`src/rtl/sd_pkg.sv`:
```
package sd_pkg;
  localparam int DIGIT_W = 5;
  localparam int RAW_W   = 7;
  localparam int XFER_W  = 4;

  typedef logic signed [DIGIT_W-1:0] sd_digit_t;
  typedef logic signed [RAW_W-1:0]   raw_sum_t;
  typedef logic signed [XFER_W-1:0]  xfer_t;

  function automatic raw_sum_t widen_digit(input logic [DIGIT_W-1:0] d);
    return {{(RAW_W-DIGIT_W){d[DIGIT_W-1]}}, d};
  endfunction

  function automatic raw_sum_t widen_xfer(input logic [XFER_W-1:0] x);
    return {{(RAW_W-XFER_W){x[XFER_W-1]}}, x};
  endfunction
endpackage

```
`src/rtl/sd_column_reduce.sv`:
```
module sd_column_reduce
  import sd_pkg::*;
#(
  parameter int NUM_OPS = 4
) (
  input  logic [NUM_OPS*DIGIT_W-1:0] col_digits,
  output raw_sum_t                   raw_sum
);
  // chain of 3:2 compressors, then one carry-propagate add
  raw_sum_t sv [NUM_OPS];
  raw_sum_t cv [NUM_OPS];

  assign sv[0] = '0;
  assign cv[0] = '0;
  assign sv[1] = widen_digit(col_digits[0 +: DIGIT_W]);
  assign cv[1] = widen_digit(col_digits[DIGIT_W +: DIGIT_W]);

  generate
    for (genvar j = 2; j < NUM_OPS; j++) begin : g_csa
      raw_sum_t nxt;
      assign nxt   = widen_digit(col_digits[j*DIGIT_W +: DIGIT_W]);
      assign sv[j] = sv[j-1] ^ cv[j-1] ^ nxt;
      assign cv[j] = {((sv[j-1][RAW_W-2:0] & cv[j-1][RAW_W-2:0]) |
                       (sv[j-1][RAW_W-2:0] & nxt[RAW_W-2:0]) |
                       (cv[j-1][RAW_W-2:0] & nxt[RAW_W-2:0])), 1'b0};
    end
  endgenerate

  assign raw_sum = sv[NUM_OPS-1] + cv[NUM_OPS-1];
endmodule

```
`src/rtl/sd_transfer_pick.sv`:
```
module sd_transfer_pick
  import sd_pkg::*;
#(
  parameter int NUM_OPS = 4
) (
  input  logic     clk,
  input  logic     rst,
  input  raw_sum_t raw_sum,
  output xfer_t    xfer
);
  localparam int MAX_T = NUM_OPS - 1;
  localparam int BOUND = 10 - NUM_OPS;

  logic [RAW_W-1:0] mag;
  logic [MAX_T-1:0] above;
  logic [XFER_W-1:0] q;

  assign mag = raw_sum[RAW_W-1] ? RAW_W'(-raw_sum) : raw_sum;

  // thermometer of thresholds 6, 16, 26, 36: halves fall toward zero
  generate
    for (genvar t = 0; t < MAX_T; t++) begin : g_thr
      assign above[t] = (mag >= RAW_W'(10*(t+1) - 4));
    end
  endgenerate

  always_comb begin
    q = '0;
    for (int t = 0; t < MAX_T; t++) q = q + XFER_W'(above[t]);
  end

  assign xfer = raw_sum[RAW_W-1] ? XFER_W'(-q) : q;

  raw_sum_t residue_chk;
  assign residue_chk = raw_sum - RAW_W'(10) * widen_xfer(xfer);

  // residue leaves room for the incoming transfer
  assert_residue_bound_R5: assert property (@(posedge clk) disable iff (rst)
    (residue_chk <= RAW_W'(BOUND)) && (residue_chk >= -RAW_W'(BOUND)));
endmodule

```
`src/rtl/sd_digit_finish.sv`:
```
module sd_digit_finish
  import sd_pkg::*;
(
  input  logic      clk,
  input  logic      rst,
  input  raw_sum_t  raw_sum,
  input  xfer_t     xfer_own,
  input  xfer_t     xfer_in,
  output sd_digit_t digit
);
  raw_sum_t own7, neg_ten, cin7, s3, c3, total;

  assign own7    = widen_xfer(xfer_own);
  assign neg_ten = -((own7 <<< 3) + (own7 <<< 1));
  assign cin7    = widen_xfer(xfer_in);

  // 3:2 reduction of residue terms, then final add
  assign s3    = raw_sum ^ neg_ten ^ cin7;
  assign c3    = {((raw_sum[RAW_W-2:0] & neg_ten[RAW_W-2:0]) |
                   (raw_sum[RAW_W-2:0] & cin7[RAW_W-2:0]) |
                   (neg_ten[RAW_W-2:0] & cin7[RAW_W-2:0])), 1'b0};
  assign total = s3 + c3;
  assign digit = total[DIGIT_W-1:0];

  // full-width total stays within one signed decimal digit
  assert_digit_in_range_R3: assert property (@(posedge clk) disable iff (rst)
    (total <= RAW_W'(9)) && (total >= -RAW_W'(9)));
endmodule

```
`src/rtl/sd_multi_adder.sv`:
```
module sd_multi_adder
  import sd_pkg::*;
#(
  parameter int NUM_OPS    = 4,
  parameter int NUM_DIGITS = 8
) (
  input  logic                                  clk,
  input  logic                                  rst,
  input  logic [NUM_OPS*NUM_DIGITS*DIGIT_W-1:0] operands,
  output logic [NUM_DIGITS*DIGIT_W-1:0]         sum_digits,
  output logic [XFER_W-1:0]                     xfer_out
);
  localparam int SUM_W = NUM_DIGITS * DIGIT_W;

  // only 2..5 operands keep one correction step sufficient
  generate
    if (NUM_OPS < 2 || NUM_OPS > 5) begin : g_bad_ops
      $error("sd_multi_adder: NUM_OPS must be 2..5 (R7)");
    end
  endgenerate

  xfer_t               xfer   [NUM_DIGITS];
  logic [SUM_W-1:0]    sum_nx;

  generate
    for (genvar i = 0; i < NUM_DIGITS; i++) begin : g_col
      logic [NUM_OPS*DIGIT_W-1:0] col;
      raw_sum_t                   u;
      xfer_t                      cin;
      sd_digit_t                  d;

      for (genvar j = 0; j < NUM_OPS; j++) begin : g_gather
        assign col[j*DIGIT_W +: DIGIT_W] =
          operands[(j*NUM_DIGITS + i)*DIGIT_W +: DIGIT_W];
      end

      if (i == 0) begin : g_lsd
        assign cin = '0;
      end else begin : g_up
        assign cin = xfer[i-1];
      end

      sd_column_reduce #(.NUM_OPS(NUM_OPS)) u_reduce (
        .col_digits(col), .raw_sum(u));
      sd_transfer_pick #(.NUM_OPS(NUM_OPS)) u_pick (
        .clk(clk), .rst(rst), .raw_sum(u), .xfer(xfer[i]));
      sd_digit_finish u_finish (
        .clk(clk), .rst(rst), .raw_sum(u), .xfer_own(xfer[i]),
        .xfer_in(cin), .digit(d));

      assign sum_nx[i*DIGIT_W +: DIGIT_W] = d;
    end
  endgenerate

  always_ff @(posedge clk) begin
    if (rst) begin
      sum_digits <= '0;
      xfer_out   <= '0;
    end else begin
      sum_digits <= sum_nx;
      xfer_out   <= xfer[NUM_DIGITS-1];
    end
  end

  // reset clears the registered outputs
  assert_reset_clear_R1: assert property (@(posedge clk)
    rst |=> (sum_digits == '0) && (xfer_out == '0));

  // top transfer stays within the operand-count range
  assert_xfer_range_R4: assert property (@(posedge clk) disable iff (rst)
    ($signed(xfer_out) <= XFER_W'(NUM_OPS-1)) &&
    ($signed(xfer_out) >= -XFER_W'(NUM_OPS-1)));
endmodule

```
`config.mk`:
```
export PLATFORM = sky130hd
export DESIGN_NAME = sd_multi_adder
export DESIGN_NICKNAME = d
export VERILOG_FILES = /design/src/rtl/sd_pkg.sv /design/src/rtl/sd_column_reduce.sv /design/src/rtl/sd_transfer_pick.sv /design/src/rtl/sd_digit_finish.sv /design/src/rtl/sd_multi_adder.sv
export SDC_FILE = /design/constraint.sdc
export NUM_CORES = 1
export LEC_CHECK = 0
export BUFFER_PORTS_ARGS = -buffer_cell sky130_fd_sc_hd__buf_2
export CAP_MARGIN = 20
export CORE_UTILIZATION = 33
export CTS_BUF_LIST = sky130_fd_sc_hd__clkbuf_8
export CTS_CLUSTER_DIAMETER = 60
export DETAILED_ROUTE_END_ITERATION = 10
export GPL_TIMING_DRIVEN = 0
export SYNTH_ARGS = -nofsm -noshare
export SYNTH_HDL_FRONTEND = slang
export SYNTH_SLANG_ARGS = --single-unit
```
`constraint.sdc`:
```
create_clock -name clk -period 7.8 [get_ports clk]
set_input_delay 1.17 -clock clk [delete_from_list [all_inputs] [get_ports clk]]
set_output_delay 1.17 -clock clk [all_outputs]
set_load 0.03 [all_outputs]
```
==> results of run 1 <==
## synthesized netlist by cell type, drive strengths merged, types with 3 or more instances
| cell type | count | share of area (%) |
|---|---|---|
| nand3 | 12 | 0.59 |
| ha | 156 | 19 |
| a211oi | 20 | 1.7 |
| nand4b | 4 | 0.35 |
| o31a | 6 | 0.52 |
| nor2b | 27 | 1.7 |
| a2bb2oi | 3 | 0.26 |
| dfxtp | 44 | 8.7 |
| nor2 | 79 | 3.0 |
| or3 | 7 | 0.43 |
| a221oi | 3 | 0.26 |
| nand2b | 6 | 0.37 |
| nand2 | 30 | 1.1 |
| inv | 220 | 8.1 |
| xnor3 | 7 | 1.6 |
| and2 | 6 | 0.37 |
| o21ai | 46 | 2.4 |
| o22ai | 6 | 0.37 |
| a31oi | 7 | 0.43 |
| xnor2 | 72 | 6.9 |
| nand3b | 8 | 0.59 |
| or2 | 6 | 0.37 |
| a21oi | 52 | 2.8 |
| fa | 125 | 25 |
| a211o | 7 | 0.62 |
| o21a | 3 | 0.22 |
| xor2 | 38 | 4.2 |
| mux2i | 5 | 0.62 |
| nor3 | 28 | 1.4 |
| and3 | 8 | 0.49 |
| a21o | 31 | 2.3 |
| o211ai | 10 | 0.84 |
| clkbuf | 6 | 0.22 |
## logic make-up after synthesis
group	after synthesis
muxes	7
buffers and inverters	228
adders and majority gates	281
xor gates and xnor gates	117
DFF	44
and+or+nand+nor	232
AOI/OAI and AO/OA	206
## worst max-delay path by stage
stage,end,slack [ns],start
after floorplan,sum_digits[29],-0.05,operands[26]
after global placement,sum_digits[34],-0.85,operands[34]
after detailed placement,sum_digits[34],-0.93,operands[34]
after CTS,sum_digits[34],-0.02,operands[31]
after global routing,sum_digits[14],-0.21,operands[91]
final,sum_digits[14],0.04,operands[91]
## sequential cells by signal, summed over array words and instances, names as in the netlist
register,count
sum_digits,40
xfer_out,4
## routing by layer
layer | wire length [um] | GRT usage, % | vias up | share of wire (%)
li1 | - | - | 4282 | -
met1 | 9969 | 17.56 | 4104 | 42
met2 | 12850 | 26.64 | 156 | 54
met3 | 697 | 1.332 | 29 | 2.9
met4 | 425 | 3.348 | 0 | 1.8
met5 | 0 | 0 | - | 0
## per-stage QoR
stage / hold WS [ns] / cell area (um^2) / setup TNS (ns) / worst slack [ns] / util (%)
2_1_floorplan: 1.467 / 10280 / -0.05235 / -0.05235 / -
3_3_place_gp: 1.612 / 11790 / -5.661 / -0.8453 / 39.34
3_5_place_dp: 1.612 / 11790 / -6.248 / -0.9318 / 39.34
4_1_cts: 1.327 / 12770 / -0.02001 / -0.02001 / 42.63
5_1_grt: 1.364 / 14010 / -0.5853 / -0.2134 / 46.77
6_report: 1.343 / 14010 / 0 / 0.03654 / 46.77
## timing repair
item                       CTS  global route
gates resized for setup     78           175
setup endpoints to repair    8             8
setup buffers               58            43
pin swaps                   65           142
## layout make-up
type | count | share of cell area, %
tap | 390 | 3.483
clock buffer | 6 | 0.5895
buffer | 8 | 0.3037
timing repair buffer | 304 | 12.76
multi-input combinational | 843 | 70.28
clock inverter | 2 | 0.2769
sequential | 44 | 6.288
inverter | 220 | 6.020
## layout by cell type, fill, tap and decap left out, drive strengths merged, types with 38 or more instances in the layout
cell type  netlist  final
a21oi           52     52
buf              2    306
dfxtp           44     44
fa             125    125
ha             156    156
inv            220    220
nor2            79     79
o21ai           46     46
xnor2           72     72
xor2            38     38
==> impl_metrics.csv, run 1 <==
group,metric,value,unit
layout,fill_cells,2812,
floorplanning,rows,63,
synth,syn_area_per_cell,9.092,um^2
timing,finalCriticalPeriod,7.763,ns
routing,drtIter0Drc,347,
layout,final-seq-area,880.8,um^2
floorplanning,core_area,0.02995,mm^2
global_routing,grt_use_total,14.31,%
timing,worst_pin_slew,0.8099,ns
synth,ys_ff_latch,44,
job,drv_cap,0,
routing,routed_via_density,4.717,
critical_path,cp_top_family,"adder cells",
critical_path,path_buf_inv,3,
timing,period_share,99.53,%
synth,ys_async_sr_fraction,0,%
synth,seq_area_frac_synth,8.689,%
clock_tree,clock_sinks,44,
synth,muxShareOfSynthArea,0.8393,%
clock_tree,clockBufferDepth,2,
synth,synth_top_family_by_area,"adder cells",
synth,netlist_area,0.01014,mm^2
placed_design,place.gp.congestion,0.8066,
synth,synthAdderAreaFrac,43.94,%
layout,area_delta_synth_final,38.19,%
layout,antennaDiodeCount,0,
clock_tree,hold_buffers,0,
global_routing,grt_pass1_wl,37180,um
routing,wire_per_inst,13.18,um
synth,synth_compound_area_share,13.79,%
layout,final_cells,1817,
global_routing,antenna_found_initial,0,
timing,maxSlewHeadroom,46.01,%
clock_tree,cts-htree-levels,2,
timing,setup-violations-final,0,
critical_path,cp_data_arrival_time,7.95,ns
global_routing,grt_max_degree,15,
synth,synth.distinct_cells,67,
routing,drt-pass1-iter-count,4,
critical_path,slowest_stage,"fa_2",
critical_path,max_stage_delay,0.63,ns
floorplanning,die_area,0.03142,mm^2
global_routing,grt_pass1_vias,8364,
layout,nNetsFinal,1869,
timing,timing.fmax,128.8,MHz
floorplanning,start_util,33.84,%
global_routing,grt_overflow_total,0,
timing,drv_slew,0,
critical_path,cp-end-kind,"register",
critical_path,start_kind,"input pin",
floorplanning,io_pins,206,
routing,via_count,8571,
critical_path,cp.depth,28,
floorplanning,fp.dieW,177.3,um
clock_tree,cts-root-buf,"clkbuf_8",
synth,synthesis.nets,1558,
placed_design,dp_cells,1709,
layout,multi_input_area,0.009844,mm^2
floorplanning,die_h,177.3,um
worst_hold_path,hold_path_class,"input pin to register",
placed_design,dp_hpwl,18500,um
placed_design,portBuffers,204,
synth,synth_cells,1115,
timing,rsz0062_at_grt,"yes",
routing,drtAntennaViolNets,0,
critical_path,crit_type,"input pin to register",
clock_tree,cts_made_buffers,5,
synth,synth_edf_count,0,
worst_hold_path,worstHoldStart,"rst",
routing,routed_wl,23940,um
worst_hold_path,min_delay_worst_endpoint,"sum_digits[25]",
synth,synth_simple_gate_area_share,11.66,%
timing,hold_violations,0,
clock_tree,cts_tree,"done",
synth,synthXorXnorAreaFrac,12.61,%
synth,yosys_warnings,0,
critical_path,crit_fanout,5,
critical_path,required,7.98,ns
clock_tree,clk_pin_slew_worst_paths,0.10,ns
worst_hold_path,holdPathStages,2,
routing,drc,0,
layout,drive_gt1_share,39.59,%
outcome,status,"complete, no violations",
synth,synth_top_flop_cell,"dfxtp_1",
Power of run 1 is left out: the tool's default activity adds up to more than one toggle a clock period on the data nets, which glitch-free logic cannot reach.
==> inputs of run 2 (changes only) <==
--- a/config.mk
+++ b/config.mk
@@ -7,11 +7,12 @@
 export LEC_CHECK = 0
 export BUFFER_PORTS_ARGS = -buffer_cell sky130_fd_sc_hd__buf_2
 export CAP_MARGIN = 20
-export CORE_UTILIZATION = 33
+export CORE_UTILIZATION = 53
 export CTS_BUF_LIST = sky130_fd_sc_hd__clkbuf_8
 export CTS_CLUSTER_DIAMETER = 60
 export DETAILED_ROUTE_END_ITERATION = 10
 export GPL_TIMING_DRIVEN = 0
+export PLACE_DENSITY = 0.81
 export SYNTH_ARGS = -nofsm -noshare
 export SYNTH_HDL_FRONTEND = slang
 export SYNTH_SLANG_ARGS = --single-unit
==> run 2 against run 1 <==
The run now ends with negative setup slack left; largest cell class unchanged; final area decreased by 2.1%; final cell count decreased by 8.4%; critical path type unchanged; clock-buffer cell count decreased by 1; first-iteration DRC count decreased by 8.1%.
==> impl_metrics.csv, run 2 (same netlist as run 1, synthesis figures left out) <==
group,metric,value,unit
critical_path,start_kind,"input pin",
floorplanning,rows,50,
timing,timing.fmax,126.4,MHz
floorplanning,fp.dieW,140.3,um
clock_tree,clockBufferDepth,2,
layout,final_common_cell,"inv_1",
clock_tree,clock_sinks,44,
clock_tree,cts_made_buffers,5,
critical_path,slowest_stage,"fa_2",
clock_tree,cts_tree,"done",
floorplanning,die_h,140.3,um
floorplanning,start_util,54.19,%
timing,finalWorstSetupSlack,-0.1115,ns
global_routing,grt_pass1_wl,37780,um
placed_design,portBuffers,204,
routing,drc,0,
layout,layout.cells.most_common_list,"inv_1 (205), buf_2 (204), buf_4 (104), fa_1 (104), ha_1 (104)",
routing,routed_via_density,5.437,
worst_hold_path,hold_path_class,"input pin to register",
outcome,status,"finished, violations left",
job,drv_cap,0,
timing,hold_violations,0,
placed_design,dp_hpwl,17480,um
routing,drt-pass1-iter-count,5,
timing,drv_slew,0,
layout,final_cells,1664,
routing,via_count,9047,
placed_design,dp_cells,1553,
clock_tree,cts-root-buf,"clkbuf_8",
critical_path,crit_path_frequent_cell,"ha_4",
floorplanning,io_pins,206,
placed_design,place.gp.congestion,0.8420,
layout,area_delta_synth_final,35.23,%
timing,setup-violations-final,1,
routing,wire_per_inst,15.81,um
layout,largestRegisters,"sum_digits (40), xfer_out (4)",
outcome,violations,"negative setup slack",
layout,fin_area,0.01371,mm^2
layout,fill_cells,1208,
critical_path,crit_fanout,3,
global_routing,grt_overflow_total,0,
layout,largest_reg_flops,40,
floorplanning,die_area,0.01968,mm^2
layout,drive_gt1_share,38.74,%
layout,regMostFlops,"sum_digits",
critical_path,cp_data_arrival_time,8.08,ns
global_routing,grt_use_total,23.21,%
clock_tree,cts-htree-levels,2,
timing,maxSlewHeadroom,45.14,%
critical_path,max_stage_delay,0.61,ns
clock_tree,hold_buffers,0,
routing,routed_wl,26300,um
worst_hold_path,holdPathStages,2,
routing,drtIter0Drc,319,
timing,finalCriticalPeriod,7.912,ns
global_routing,grt_max_degree,13,
global_routing,grt_pass1_vias,8712,
layout,nNetsFinal,1873,
global_routing,antenna_found_initial,0,
timing,rsz0062_at_grt,"yes",
critical_path,required,7.97,ns
placed_design,dpl_cell_area,0.01159,mm^2
timing,worst_pin_slew,0.8229,ns
clock_tree,clk_pin_slew_worst_paths,0.09,ns
floorplanning,core_area,0.01871,mm^2
critical_path,crit_type,"input pin to register",
timing,period_share,101.4,%
timing,tns,-0.1115,ns
critical_path,cp-end-kind,"register",
layout,antennaDiodeCount,0,
routing,drtAntennaViolNets,0,
-- run 2: cell count changes in the layout (fill, tap and decap cells not counted), sizes merged --
cell    previous run  this run
buf              306       311
clkbuf            12        10
bufinv             1         0
inv              220       221
-- run 2: final cells by class --
type                    instances  area (um^2)  share of cell area [%]
plain buffers                   8        42.54                  0.3103
clock buffers                   5        68.82                  0.5020
clock inverters                 2        8.758                 0.06389
inverters                     220        838.3                   6.115
multi-input cells             843         9756                   71.17
flip-flops and latches         44        880.8                   6.426
well taps                     234        292.8                   2.136
repair buffers                308         1821                   13.28
-- run 2: path summary, 6_finish.rpt --
kind              slack (ns)             end          from
setup / recovery       -0.11  sum_digits[34]  operands[72]
hold / removal          1.27  sum_digits[25]           rst
-- run 2: critical path: cells and delay by family --
family	cells	cell delay, ns
adders and majority gates	9	3.44
buffers and inverters	6	0.47
xor gates and xnor gates	6	1.23
and+or+nand+nor	4	0.65
AOI/OAI and AO/OA	6	1.11
-- run 2: stage by stage --
step	util, %	setup slack [ns]	hold WS, ns
floorplan	-	-0.05235	1.467
detailed placement	61.96	-0.8384	1.598
global route	73.28	-0.3131	1.336
finish	73.28	-0.1115	1.267
global placement	61.96	-0.7137	1.605
CTS	66.60	-0.005841	1.255
-- run 2: per-layer routing --
layer | vias to the layer above | track usage [%] | part of all wire (%)
met4 | 0 | 6.536 | 3.6
met1 | 4357 | 27.60 | 37
met3 | 78 | 2.667 | 4.4
li1 | 4295 | - | -
met2 | 317 | 43.79 | 54
met5 | - | 0 | 0
-- run 2: what timing repair did --
| action | 4_1_cts | 5_1_grt |
|---|---|---|
| endpoints found under the setup margin | 8 | 8 |
| buffers inserted | 47 | 57 |
| resized for setup | 74 | 153 |
| pin swaps | 60 | 117 |
| cloned | 0 | 0 |
Power of run 2 is left out for the same reason.
